`config.mk`:
```
export PLATFORM = sky130hd
export DESIGN_NAME = dma_sizer
export DESIGN_NICKNAME = d
export VERILOG_FILES = /design/src/rtl/dma_sizer_pkg.sv /design/src/rtl/dma_sizer_decode.sv /design/src/rtl/dma_sizer_step.sv /design/src/rtl/dma_sizer_lanes.sv /design/src/rtl/dma_sizer.sv
export SDC_FILE = /design/constraint.sdc
export NUM_CORES = 1
export LEC_CHECK = 0
export CAP_MARGIN = 10
export CORE_UTILIZATION = 45
export CTS_CLUSTER_SIZE = 24
export DETAILED_ROUTE_END_ITERATION = 7
export PLACE_DENSITY = 0.72
export SLEW_MARGIN = 10
export SYNTH_ARGS = -nofsm -noshare
export SYNTH_HDL_FRONTEND = slang
export SYNTH_SLANG_ARGS = --single-unit
```
`constraint.sdc`:
```
create_clock -name clk -period 16.33 [get_ports clk]
set_input_delay 4.899 -clock clk [delete_from_list [all_inputs] [get_ports clk]]
set_output_delay 4.899 -clock clk [all_outputs]
set_load 0.1 [all_outputs]
```
`src/rtl/dma_sizer_pkg.sv`:
```
package dma_sizer_pkg;
    localparam int LANES = 8;

    typedef enum logic [1:0] {
        KIND_TX   = 2'd0,
        KIND_RX   = 2'd1,
        KIND_STAT = 2'd2,
        KIND_FULL = 2'd3
    } req_kind_e;
endpackage

```
`src/rtl/dma_sizer_decode.sv`:
```
module dma_sizer_decode
    import dma_sizer_pkg::*;
#(
    parameter int ADDR_W = 32,
    parameter int LEN_W  = 16
) (
    input  logic [ADDR_W-1:0] addr_i,
    input  logic [LEN_W-1:0]  len_i,
    input  logic              eom_i,
    input  req_kind_e         kind_i,
    input  logic              bus64_i,
    input  logic              target64_i,
    input  logic              ecc_i,
    output logic [ADDR_W-1:0] start_o,
    output logic [ADDR_W:0]   stop_o,
    output logic              narrow_o
);
    localparam logic [ADDR_W:0] EIGHT = (ADDR_W+1)'(8);
    localparam logic [ADDR_W:0] MASK8 = ~((ADDR_W+1)'(7));

    logic [ADDR_W:0] word_end;
    logic            same_word;

    always_comb begin
        start_o = addr_i;
        stop_o  = {1'b0, addr_i} + (ADDR_W+1)'(len_i);
        unique case (kind_i)
            KIND_STAT: begin
                // Status dword is the upper half of the descriptor
                start_o = ecc_i ? addr_i : addr_i + ADDR_W'(4);
                stop_o  = {1'b0, addr_i} + EIGHT;
            end
            KIND_FULL: begin
                start_o = addr_i;
                stop_o  = {1'b0, addr_i} + EIGHT;
            end
            default: begin
                if (ecc_i) begin
                    start_o = {addr_i[ADDR_W-1:3], 3'b000};
                end
                stop_o = {1'b0, start_o} + (ADDR_W+1)'(len_i);
                if (ecc_i && kind_i == KIND_RX && !eom_i) begin
                    stop_o = (stop_o + (ADDR_W+1)'(7)) & MASK8;
                end
            end
        endcase
        word_end  = {1'b0, start_o[ADDR_W-1:3], 3'b000} + EIGHT;
        same_word = (stop_o <= word_end);
        narrow_o  = !bus64_i || (!target64_i && same_word);
    end
endmodule

```
`src/rtl/dma_sizer_step.sv`:
```
module dma_sizer_step #(
    parameter int ADDR_W = 32
) (
    input  logic [ADDR_W-1:0] cur_i,
    input  logic [ADDR_W:0]   stop_i,
    input  logic              narrow_i,
    output logic [ADDR_W-1:0] addr_o,
    output logic [ADDR_W-1:0] next_o,
    output logic              last_o,
    output logic [3:0]        lo_o,
    output logic [3:0]        hi_o
);
    logic [ADDR_W:0] bound_d;
    logic [ADDR_W:0] next_d;

    always_comb begin
        addr_o  = narrow_i ? {cur_i[ADDR_W-1:2], 2'b00} : {cur_i[ADDR_W-1:3], 3'b000};
        bound_d = {1'b0, addr_o} + (narrow_i ? (ADDR_W+1)'(4) : (ADDR_W+1)'(8));
        next_d  = (stop_i < bound_d) ? stop_i : bound_d;
        next_o  = next_d[ADDR_W-1:0];
        last_o  = (next_d == stop_i);
        lo_o    = {1'b0, cur_i[2:0] & (narrow_i ? 3'b011 : 3'b111)};
        hi_o    = next_d[3:0] - addr_o[3:0];
    end
endmodule

```
`src/rtl/dma_sizer_lanes.sv`:
```
module dma_sizer_lanes
    import dma_sizer_pkg::*;
(
    input  logic             narrow_i,
    input  logic             big_i,
    input  logic [3:0]       lo_i,
    input  logic [3:0]       hi_i,
    output logic [LANES-1:0] be_n_o
);
    logic [3:0] wid_d;
    assign wid_d = narrow_i ? 4'd4 : 4'd8;

    for (genvar j = 0; j < LANES; j++) begin : g_lane
        logic [3:0] off_d;
        logic       en_d;
        assign off_d     = big_i ? (wid_d - 4'd1 - 4'(j)) : 4'(j);
        assign en_d      = (4'(j) < wid_d) && (off_d >= lo_i) && (off_d < hi_i);
        assign be_n_o[j] = ~en_d;
    end
endmodule

```
`src/rtl/dma_sizer.sv`:
```
module dma_sizer
    import dma_sizer_pkg::*;
#(
    parameter int ADDR_W = 32,
    parameter int LEN_W  = 16
) (
    input  logic              clk,
    input  logic              rst_n,
    input  logic              cfg_bus64,
    input  logic              cfg_target64,
    input  logic              cfg_ecc,
    input  logic              cfg_big_endian,
    input  logic              req_valid,
    output logic              req_ready,
    input  logic [ADDR_W-1:0] req_addr,
    input  logic [LEN_W-1:0]  req_len,
    input  logic              req_eom,
    input  logic [1:0]        req_kind,
    output logic              acc_valid,
    input  logic              acc_ready,
    output logic [ADDR_W-1:0] acc_addr,
    output logic              acc_wide,
    output logic [7:0]        acc_be_n,
    output logic              acc_last
);
    typedef struct packed {
        logic              busy;
        logic              narrow;
        logic              big;
        logic [ADDR_W-1:0] cur;
        logic [ADDR_W:0]   stop;
    } st_t;

    st_t st_d, st_q;

    logic [ADDR_W-1:0] dec_start;
    logic [ADDR_W:0]   dec_stop;
    logic              dec_narrow;
    logic [ADDR_W-1:0] stp_next;
    logic              stp_last;
    logic [3:0]        stp_lo, stp_hi;

    dma_sizer_decode #(.ADDR_W(ADDR_W), .LEN_W(LEN_W)) u_decode (
        .addr_i     (req_addr),
        .len_i      (req_len),
        .eom_i      (req_eom),
        .kind_i     (req_kind_e'(req_kind)),
        .bus64_i    (cfg_bus64),
        .target64_i (cfg_target64),
        .ecc_i      (cfg_ecc),
        .start_o    (dec_start),
        .stop_o     (dec_stop),
        .narrow_o   (dec_narrow)
    );

    dma_sizer_step #(.ADDR_W(ADDR_W)) u_step (
        .cur_i    (st_q.cur),
        .stop_i   (st_q.stop),
        .narrow_i (st_q.narrow),
        .addr_o   (acc_addr),
        .next_o   (stp_next),
        .last_o   (stp_last),
        .lo_o     (stp_lo),
        .hi_o     (stp_hi)
    );

    dma_sizer_lanes u_lanes (
        .narrow_i (st_q.narrow),
        .big_i    (st_q.big),
        .lo_i     (stp_lo),
        .hi_i     (stp_hi),
        .be_n_o   (acc_be_n)
    );

    always_comb begin
        st_d = st_q;
        if (!st_q.busy) begin
            if (req_valid) begin
                st_d.busy   = 1'b1;
                st_d.cur    = dec_start;
                st_d.stop   = dec_stop;
                st_d.narrow = dec_narrow;
                st_d.big    = cfg_big_endian;
            end
        end else if (acc_ready) begin
            st_d.cur = stp_next;
            if (stp_last) begin
                st_d.busy = 1'b0;
            end
        end
    end

    always_ff @(posedge clk or negedge rst_n) begin
        if (!rst_n) begin
            st_q <= '0;
        end else begin
            st_q <= st_d;
        end
    end

    assign req_ready = !st_q.busy;
    assign acc_valid = st_q.busy;
    assign acc_wide  = !st_q.narrow;
    assign acc_last  = stp_last;
endmodule

```
==> metrics.md, run 1 <==
| Metric | Value |
|---|---|
| Area Growth Syn to Fin | `11.8%` |
| Global-route wire length before repair | `50.7 mm` |
| DRC violations left | `0` |
| Worst path arrival time | `7.68 ns` |
| Synth top area cells | `dfrtp_1 (16%), ha_1 (11%), xnor2_1 (8.7%)` |
| # port buffers | `100` |
| Worst r2r path cells | `18` |
| IO Count | `103` |
| DIE HEIGHT | `154 µm` |
| Fraction of layout instances using a drive strength above 1 | `0.0571` |
| Pin count of the biggest net entering global routing | `69` |
| Post-CTS setup buffer count | `0` |
| CP Data Required Time | `11.43 ns` |
| Reg clk slew, reported paths | `0.06 ns` |
| Post-synth top area share | `0.164` |
| Core Area | `0.0226 mm²` |
| Antenna Cells | `0` |
| Worst-Skew Late Latency | `0.34 ns` |
| Via count | `10300` |
| Crit path max fanout | `64` |
| Routed Antenna Nets | `0` |
| Slew Viols, Final | `0` |
| Setup TNS Final | `0 ns` |
| Startpoint types | `flip-flop` |
| Peak VDD IR | `0.279 mV` |
| Total global-route track usage | `0.264` |
| CTS root buf | `clkbuf_16` |
| Final Hold Viols | `0` |
| Power Total | `0.00230 W` |
| # rows | `55` |
| CTS buffer count | `9` |
| Clock Sinks | `68` |
| Drt total wl | `31.1 mm` |
| Maxcap violations | `0` |
| Vias in the first global route | `9562` |
| Drt first pass iters | `6` |
| FMAX | `79.5 MHz` |
| Post-DR vias/cell | `6.18` |
| Hold Worst Slack | `0.549 ns` |
| TritonCTS clock tree | `built` |
| Leading area contributor after synthesis | `dfrtp_1` |
| Synthesized cell area | `0.0104 mm²` |
| Hold buffers post-CTS | `0` |
| Synth unique cells | `91` |
| Die Wd | `154 µm` |
| Synth Flop Type | `dfrtp_1` |
| Placed Cells | `1653` |
| Initial antenna violation count | `0` |
| Least-Margin Pin Slew | `1.03 ns` |
| Clk buf depth | `2` |
| Post-CTS Resized | `0` |
| Avg Inst Size Synth | `7.66 µm²` |
| CP Class | `flip-flop to primary output` |
| RePlAce Congestion | `0.941` |
| Die area | `0.0237 mm²` |
| Status | `finished, final reports clean` |
| HP Class | `flip-flop to flip-flop` |
| Synth async-reset ratio | `1.00` |
| Clock period minus final worst setup slack | `12.57 ns` |
| Footprint of the multi-input gates | `0.00806 mm²` |
| Register Area | `0.00170 mm²` |
| Static Leak | `4.57 nW` |
| Period Utilization, post-route | `0.770` |
| Relative slew slack | `0.310` |
| Post-detail-place hpwl | `24.9 mm` |
| Hold-critical path depth | `2` |
| Net count reported at finish | `1531` |
| RSZ-0062 raised after global routing | `no` |
| CP Capture Type | `primary output` |
| Max H-tree Level | `3` |
| WL/cell | `18.7 µm` |
| Finished Layout Cells | `1669` |
| PwrDens | `198 mW/mm²` |
| First DRT Iteration DRCs | `961` |
| Worst slack, placed | `4.20 ns` |
| Setup ws final | `3.76 ns` |
| Worst Clk Skew | `0.00715 ns` |
| Final setup vio count | `0` |
| Initial cell density of the core | `0.459` |
| Fillcell total | `2170` |
| Yosys reg bits | `68` |
| Cells after Synth | `1357` |
| Yosys warnings | `0` |
| Global route overflow | `0` |
| EDFF count, synth | `0` |
| Register area share after synthesis | `0.164` |
-- metrics by stage --
stage               area (µm²)   util
finish                   11600  0.514
global route             11600  0.514
CTS                      11600  0.514
detailed placement       11300  0.501
global placement         11300  0.501
floorplan                10400      -
-- state kept, by name (all words and copies together) (netlist names) --
| name | count |
|---|---|
| st_q | 67 |
| acc_valid | 1 |
-- power breakdown --
part	switching, W	internal, W	total, W
logic	0.00116	0.000563	0.00173
clock network	0.0000811	0.000105	0.000186
registers	0.000140	0.000253	0.000392
total	0.00138	0.000920	0.00230
-- logic make-up after synthesis --
group / Yosys count / synth area share
other cells: 1 / 0.000361
xor+xnor: 175 / 0.156
compound gates: 333 / 0.219
simple gates: 514 / 0.254
flops: 68 / 0.164
buf+inv: 144 / 0.0644
mux: 29 / 0.0303
fa+ha+maj: 93 / 0.113
-- layout by cell type (no fill, tap or decap), drive strengths merged, types with 13 or more instances in the layout --
cell type / synthesis / final
clkdlybuf4s50: 0 / 99
nor2: 91 / 91
nand3: 57 / 57
a22oi: 13 / 13
o21ai: 78 / 78
xor2: 65 / 65
dfrtp: 68 / 68
xnor2: 106 / 106
nor2b: 13 / 13
a211oi: 17 / 17
o221ai: 21 / 21
a21o: 30 / 30
ha: 92 / 92
and3: 18 / 18
nand2: 163 / 163
nor4: 18 / 18
inv: 43 / 46
nor3: 32 / 32
mux2: 17 / 17
o211ai: 21 / 21
nand4: 42 / 42
a21oi: 64 / 64
-- synthesized netlist by cell type (all sizes together) (11+ instances only) --
library cell / number
a211oi: 17
a21o: 30
a21oi: 64
a22oi: 13
and2: 12
and3: 18
buf: 42
clkbuf: 57
dfrtp: 68
ha: 92
inv: 43
mux2: 17
mux2i: 12
nand2: 163
nand3: 57
nand4: 42
nor2: 91
nor2b: 13
nor3: 32
nor4: 18
o211ai: 21
o21a: 11
o21ai: 78
o221ai: 21
xnor2: 106
xor2: 65
-- path summary, 6_finish.rpt --
check | from | endpoint | slack, ns
worst min register to register | st_q[8]$_DFFE_PN0P_ | st_q[8]$_DFFE_PN0P_ | 0.55
worst max-delay path | st_q[66]$_DFFE_PN0P_ | acc_be_n[5] | 3.76
worst min-delay path | st_q[8]$_DFFE_PN0P_ | st_q[8]$_DFFE_PN0P_ | 0.55
worst max register to register | st_q[66]$_DFFE_PN0P_ | st_q[33]$_DFFE_PN0P_ | 11.00
min in group asynchronous | rst_n | st_q[58]$_DFFE_PN0P_ | 4.75
max in group asynchronous | rst_n | st_q[8]$_DFFE_PN0P_ | 11.03
-- layout make-up --
class | count | share of cell area
Clock inverter | 7 | 0.00484
Multi-Input combinational cell | 1146 | 0.693
Clock buffer | 9 | 0.0194
Sequential cell | 68 | 0.146
Timing Repair Buffer | 109 | 0.0915
Inverter | 45 | 0.0145
Tap cell | 285 | 0.0307
-- layer usage --
metal / global-route usage / wire length (µm) / vias to the layer above
met4: 0.0676 / 509 / 0
met5: 0 / 0 / -
met1: 0.384 / 14800 / 4872
met3: 0.0180 / 2010 / 40
met2: 0.420 / 13800 / 406
li1: - / - / 4991
-- worst max-delay path, cell delays in order (launching register included) --
cell and delay [ns]:
dfrtp_1 0.52, nand2_1 0.15, fa_1 0.48, and3b_1 0.28
and3_1 0.30, nand4_1 0.33, o21a_1 0.30, nor2_1 0.19
ha_1 0.29, a21o_1 0.18, a21o_1 0.17, a21o_1 0.16
a21o_1 0.17, a21o_1 0.17, a221oi_1 0.50, o21ai_4 0.14
buf_4 0.34, mux2i_1 0.21, xnor2_1 0.39, inv_1 0.09
ha_1 0.34, nand2_1 0.08, o311ai_0 0.34, clkdlybuf4s50_1 1.21
Note: power is estimated with default switching activity, not from simulation.
==> run 2, diff against run 1 <==
clock period = 12.45 ns   (was 16.33 ns; I/O delays follow)
==> run 2 against run 1 <==
  * Non-clock buffer count is the same
  * First-iteration DRC count shrank 8.5%
  * Clock power grew 44%
  * Hold slack gained 0.0029 ns
  * Register-to-register slack lost 3.9 ns
  * Die area is the same
  * Power grew 32%
  * Highest routed layer unchanged
  * Global-route usage grew 0.19 points
  * Setup slack lost 2.7 ns
  * Clock skew grew 0.0011 ns
  * Sequential power grew 32%
  * Combinational power grew 31%
==> metrics.md, run 2 (synthesis results as in run 1) <==
| Metric | Value |
|---|---|
| DIE HEIGHT | `154 µm (unchanged)` |
| Post-DR vias/cell | `6.17 (-0.13%)` |
| Reg with most FFs | `st_q` |
| Drt total wl | `30.9 mm (-0.61%)` |
| Worst path arrival time | `7.65 ns (-0.03 ns)` |
| TritonCTS clock tree | `built` |
| Worst slack, placed | `1.48 ns (-2.72 ns)` |
| Initial cell density of the core | `0.459 (unchanged)` |
| Routed Antenna Nets | `0 (unchanged)` |
| Crit-path most repeated cell | `a21o_1` |
| Die area | `0.0237 mm² (unchanged)` |
| Most frequent cells in the layout | `nand2_1 (162), xnor2_1 (103), clkdlybuf4s50_1 (99)` |
| Post-CTS Resized | `0 (unchanged)` |
| Least-Margin Pin Slew | `1.01 ns (-0.0167 ns)` |
| Worst R2R Start | `st_q[66]$_DFFE_PN0P_` |
| Max H-tree Level | `3 (unchanged)` |
| Setup ws final | `1.07 ns (-2.69 ns)` |
| CP Data Required Time | `8.71 ns (-2.72 ns)` |
| Worst r2r path cells | `18 (unchanged)` |
| IO Count | `103 (unchanged)` |
| Hold-critical path depth | `2 (unchanged)` |
| Crit path cell chain | `nand2_1, fa_1, and3b_1, and3_1, nand4_1, o21a_1, nor2_1, ha_1, a21o_1, a21o_1, a21o_1, a21o_1, a21o_1, a221oi_1, o21ai_4, buf_4, mux2i_1, xnor2_1, inv_1, ha_1, nand2_1, o311ai_0, clkdlybuf4s50_1` |
| Hold buffers post-CTS | `0 (unchanged)` |
| FMAX | `87.9 MHz` |
| CTS root buf | `clkbuf_16` |
| Total global-route track usage | `0.266 (+0.00192)` |
| Startpoint types | `flip-flop` |
| Vias in the first global route | `9550 (-0.13%)` |
| Peak VDD IR | `0.310 mV (+11%)` |
| Reg clk slew, reported paths | `0.06 ns (about the same)` |
| RePlAce Congestion | `0.941 (unchanged)` |
| Maxcap violations | `0 (unchanged)` |
| Slew Viols, Final | `0 (unchanged)` |
| Antenna Cells | `0 (unchanged)` |
| Fraction of layout instances using a drive strength above 1 | `0.0571 (unchanged)` |
| First DRT Iteration DRCs | `879 (-8.5%)` |
| # port buffers | `100 (unchanged)` |
| Global-route wire length before repair | `50.9 mm (+0.36%)` |
| Placed Area | `0.0113 mm² (unchanged)` |
| Status | `finished, final reports clean` |
| Static Leak | `4.58 nW (+0.19%)` |
| # rows | `55 (unchanged)` |
| Worst Clk Skew | `0.00830 ns (+0.00115 ns)` |
| DRC violations left | `0 (unchanged)` |
| CP Capture Type | `primary output` |
| Die Wd | `154 µm (unchanged)` |
| Area Growth Syn to Fin | `12.1%` |
| Initial antenna violation count | `0 (unchanged)` |
| Power Total | `0.00305 W (+32%)` |
| Post-CTS setup buffer count | `0 (unchanged)` |
| Pin count of the biggest net entering global routing | `69 (unchanged)` |
| RSZ-0062 raised after global routing | `no` |
| Hold Crit Start | `st_q[8]$_DFFE_PN0P_` |
| Crit path max fanout | `64 (unchanged)` |
| Largest register FFs | `67 (unchanged)` |
| Worst path max stage delay | `1.20 ns (about the same)` |
| CP max stage cell | `clkdlybuf4s50_1` |
| Drt first pass iters | `7 (+1)` |
| Clock Sinks | `68 (unchanged)` |
| Period Utilization, post-route | `0.914` |
| Relative slew slack | `0.321 (+0.0113)` |
| CP Class | `flip-flop to primary output` |
| Clock period minus final worst setup slack | `11.38 ns` |
| Setup TNS Final | `0 ns (unchanged)` |
| Global route overflow | `0 (unchanged)` |
| HP Class | `flip-flop to flip-flop` |
| Final instance area | `0.0117 mm² (+0.25%)` |
| Most common cell after layout, fill and taps aside | `nand2_1` |
| Via count | `10300 (-0.13%)` |
| CTS buffer count | `9 (unchanged)` |
| Post-detail-place hpwl | `24.7 mm (-0.68%)` |
| Worst-Skew Late Latency | `0.34 ns (about the same)` |
| WL/cell | `18.5 µm (-0.61%)` |
| Final setup vio count | `0 (unchanged)` |
| Net count reported at finish | `1531 (unchanged)` |
| Clk buf depth | `2 (unchanged)` |
| Critical path origin | `st_q[66]$_DFFE_PN0P_` |
| PwrDens | `262 mW/mm² (+32%)` |
| Final Hold Viols | `0 (unchanged)` |
| Core Area | `0.0226 mm² (unchanged)` |
[run 2: final timing paths]
| path | end | slack (ns) |
|---|---|---|
| min reg2reg | st_q[8]$_DFFE_PN0P_ | 0.55 |
| max in group asynchronous | st_q[9]$_DFFE_PN0P_ | 8.31 |
| min | st_q[8]$_DFFE_PN0P_ | 0.55 |
| max | acc_be_n[4] | 1.07 |
| min in group asynchronous | st_q[58]$_DFFE_PN0P_ | 3.58 |
| max reg2reg | st_q[34]$_DFFE_PN0P_ | 7.11 |
[run 2: area by class of cell]
type | instances | area, µm²
Sequential cell | 68 | 1700
Timing Repair Buffer | 109 | 1060
Clock buffer | 10 | 239
Fill cell | 2143 | 11000
Clock inverter | 6 | 71.3
Multi-Input combinational cell | 1146 | 8060
Tap cell | 285 | 357
Inverter | 45 | 169
[run 2: routing by layer]
| metal | wire length (µm) | global-route usage | part of all wire |
|---|---|---|---|
| met2 | 13700 | 0.418 | 0.44 |
| met1 | 14500 | 0.388 | 0.47 |
| met3 | 2120 | 0.0209 | 0.069 |
| met5 | 0 | 0 | 0 |
| met4 | 630 | 0.0724 | 0.020 |
[run 2: power breakdown]
group / leakage [nW] / total [W] / internal [W] / switching [W]
Clock: 0.146 / 0.000268 / 0.000162 / 0.000106
Sequential: 0.820 / 0.000516 / 0.000331 / 0.000184
Combinational: 3.61 / 0.00227 / 0.000737 / 0.00153
[run 2: critical path, delay by kind of cell (launching register included)]
family / cells / cell delay [ns]
xor gates and xnor gates: 1 / 0.40
AOI/OAI and AO/OA: 9 / 2.06
muxes: 1 / 0.21
buffers and inverters: 3 / 1.63
DFF: 1 / 0.53
adders and majority gates: 3 / 1.12
and+or+nand+nor: 6 / 1.35
[run 2: per-stage QoR]
step           hold slack, ns   util  cells
2_1_floorplan           0.479      -   1358
3_3_place_gp            0.534  0.501   1653
3_5_place_dp            0.522  0.501   1653
4_1_cts                 0.556  0.515   1669
5_1_grt                 0.582  0.515   1669
6_report                0.552  0.515   1669
==> run 3, diff against run 2 <==
CORE_MARGIN = 4   (was not set)
CTS_CLUSTER_SIZE = 25   (was 24)
==> run 3 against run 2 <==
  * Setup slack worse by 0.021 ns
  * Core utilization is 0.19 points lower
  * Hold slack worse by 0.012 ns
  * Critical path type unchanged
  * Largest power group unchanged
==> metrics.md, run 3 (synthesis results as in run 1) <==
| Metric | Value |
|---|---|
| CTS buffer count | `9 (unchanged)` |
| Total global-route track usage | `0.239 (-0.0271)` |
| Worst-Skew Late Latency | `0.35 ns (about the same)` |
| CP Capture Type | `primary output` |
| Net count reported at finish | `1531 (unchanged)` |
| Most common cell after layout, fill and taps aside | `nand2_1` |
| HP Class | `flip-flop to flip-flop` |
| Core Area | `0.0227 mm² (+0.30%)` |
| Static Leak | `4.58 nW (about the same)` |
| Crit path cell chain | `nand2_1, fa_1, and3b_1, and3_1, nand4_1, o21a_1, nor2_1, ha_1, a21o_1, a21o_1, a21o_1, a21o_1, a21o_1, a221oi_1, o21ai_4, buf_4, mux2i_1, xnor2_1, inv_1, ha_1, nand2_1, o311ai_0, clkdlybuf4s50_1` |
| Period Utilization, post-route | `0.916 (+0.00168)` |
| Initial cell density of the core | `0.458 (-0.00139)` |
| Reg with most FFs | `st_q` |
| Most frequent cells in the layout | `nand2_1 (162), xnor2_1 (103), clkdlybuf4s50_1 (99)` |
| Clock period minus final worst setup slack | `11.40 ns (+0.0209 ns)` |
| DRC violations left | `0 (unchanged)` |
| PwrDens | `262 mW/mm² (+0.18%)` |
| Placed Cells | `1653 (unchanged)` |
| Area Growth Syn to Fin | `12.0% (about the same)` |
| Fraction of layout instances using a drive strength above 1 | `0.0564 (-0.000723)` |
| Peak VDD IR | `0.458 mV (+47%)` |
| CTS root buf | `clkbuf_16` |
| Finished Layout Cells | `1669 (unchanged)` |
| Crit-path most repeated cell | `a21o_1` |
| Fin util | `0.513 (-0.00194)` |
| Post-detail-place hpwl | `25.0 mm (+1.2%)` |
| Psw | `0.00182 W (+0.37%)` |
| Startpoint types | `flip-flop` |
| Hold Worst Slack | `0.541 ns (-0.0117 ns)` |
| Pin count of the biggest net entering global routing | `69 (unchanged)` |
| Least-Margin Pin Slew | `1.02 ns (+0.0161 ns)` |
| P_int | `0.00123 W (-0.28%)` |
| Clock Sinks | `68 (unchanged)` |
| Hold buffers post-CTS | `0 (unchanged)` |
| Max H-tree Level | `3 (unchanged)` |
| Drt total wl | `31.4 mm (+1.4%)` |
| Largest register FFs | `67 (unchanged)` |
| CP max stage cell | `clkdlybuf4s50_1` |
| Part of the power in registers | `0.169 (about the same)` |
| # port buffers | `100 (unchanged)` |
| Clock power frac | `0.087 (about the same)` |
| CP Class | `flip-flop to primary output` |
| Global-route wire length before repair | `50.5 mm (-0.79%)` |
| Crit path max fanout | `64 (unchanged)` |
| Maxcap violations | `0 (unchanged)` |
| Clk buf depth | `2 (unchanged)` |
| Routed Antenna Nets | `0 (unchanged)` |
| Vias in the first global route | `9469 (-0.85%)` |
| Post-CTS Resized | `0 (unchanged)` |
| Worst Clk Skew | `0.0106 ns (+0.00229 ns)` |
| Antenna Cells | `0 (unchanged)` |
| Reg clk slew, reported paths | `0.06 ns (about the same)` |
| Setup TNS Final | `0 ns (unchanged)` |
| Global route overflow | `0 (unchanged)` |
| Final Hold Viols | `0 (unchanged)` |
| Logic pwr share | `0.744 (about the same)` |
| DIE HEIGHT | `160 µm (+3.9%)` |
| Via count | `10200 (-0.66%)` |
| Die Wd | `160 µm (+3.9%)` |
| RSZ-0062 raised after global routing | `no` |
| Post-CTS setup buffer count | `0 (unchanged)` |
| Worst path max stage delay | `1.21 ns (about the same)` |
| TritonCTS clock tree | `built` |
| Relative slew slack | `0.310 (-0.0108)` |
| Final setup vio count | `0 (unchanged)` |
| # rows | `55 (unchanged)` |
| Slew Viols, Final | `0 (unchanged)` |
| FMAX | `87.7 MHz (-0.18%)` |
| First DRT Iteration DRCs | `969 (+10%)` |
| Initial antenna violation count | `0 (unchanged)` |
| CP Data Required Time | `8.71 ns (about the same)` |
| Sw Ratio | `0.598 (+0.00155)` |
| Post-DR vias/cell | `6.13 (-0.66%)` |
| RePlAce Congestion | `0.933 (-0.85%)` |
| Status | `finished, final reports clean` |
| IO Count | `103 (unchanged)` |
| Drt first pass iters | `5 (-2)` |
| Worst path arrival time | `7.67 ns (+0.02 ns)` |
| Die area | `0.0256 mm² (+7.9%)` |
| WL/cell | `18.8 µm (+1.4%)` |
==> run 3: cell types whose count changed in the layout (fill, tap and decap cells not counted), sizes merged <==
cell	delta
clkinv	+1
clkinvlp	-1
==> run 3: power by group through the flow <==
stage	Combinational, W	Sequential [W]	Clock, W
2_1_floorplan	0.00185	0.000452	0
3_3_place_gp	0.00222	0.000508	0
3_5_place_dp	0.00225	0.000513	0
4_1_cts	0.00226	0.000510	0.000269
5_1_grt	0.00245	0.000535	0.000278
6_report	0.00227	0.000517	0.000265
==> run 3: layout make-up <==
class                      count  area, µm²
sequential                    68       1700
fill                        2192      11100
timing repair buffer         109       1060
clock buffer                  10        229
tap                          285        357
multi-input combinational   1146       8060
inverter                      45        169
clock inverter                 6       72.6
==> run 3: final timing paths <==
| kind | depth (start not counted) | from | to | slack [ns] |
|---|---|---|---|---|
| max in group asynchronous | 2 | rst_n | st_q[6]$_DFFE_PN0P_ | 8.33 |
| worst min-delay path | 2 | st_q[1]$_DFFE_PN0P_ | st_q[1]$_DFFE_PN0P_ | 0.54 |
| worst min register to register | 2 | st_q[1]$_DFFE_PN0P_ | st_q[1]$_DFFE_PN0P_ | 0.54 |
| min in group asynchronous | 2 | rst_n | st_q[60]$_DFFE_PN0P_ | 3.57 |
| worst max-delay path | 23 | st_q[66]$_DFFE_PN0P_ | acc_be_n[4] | 1.05 |
| worst max register to register | 18 | st_q[66]$_DFFE_PN0P_ | acc_valid$_DFF_PN0_ | 7.11 |
==> run 3: stage by stage <==
step / setup slack (ns) / cell area [µm²] / total power [W]
CTS: 1.07 / 11600 / 0.00304
floorplan: -0.376 / 10400 / 0.00231
global placement: 1.59 / 11300 / 0.00273
global route: 0.607 / 11600 / 0.00326
finish: 1.05 / 11600 / 0.00305
detailed placement: 1.46 / 11300 / 0.00276
==> run 3: routing by layer <==
metal,up-vias,part of all wire,GRT usage
met1,4787,0.47,0.353
met5,-,0,0
met3,49,0.069,0.0219
met4,0,0.024,0.0630
li1,4985,-,-
met2,407,0.43,0.374
==> run 3: critical path, delay by kind of cell, from the launching register on <==
kind                       cells  cell delay, ns
AOI/OAI and AO/OA              9            2.03
DFF                            1            0.55
adders and majority gates      3            1.11
muxes                          1            0.21
buffers and inverters          3            1.64
xor gates and xnor gates       1            0.39
and+or+nand+nor                6            1.36
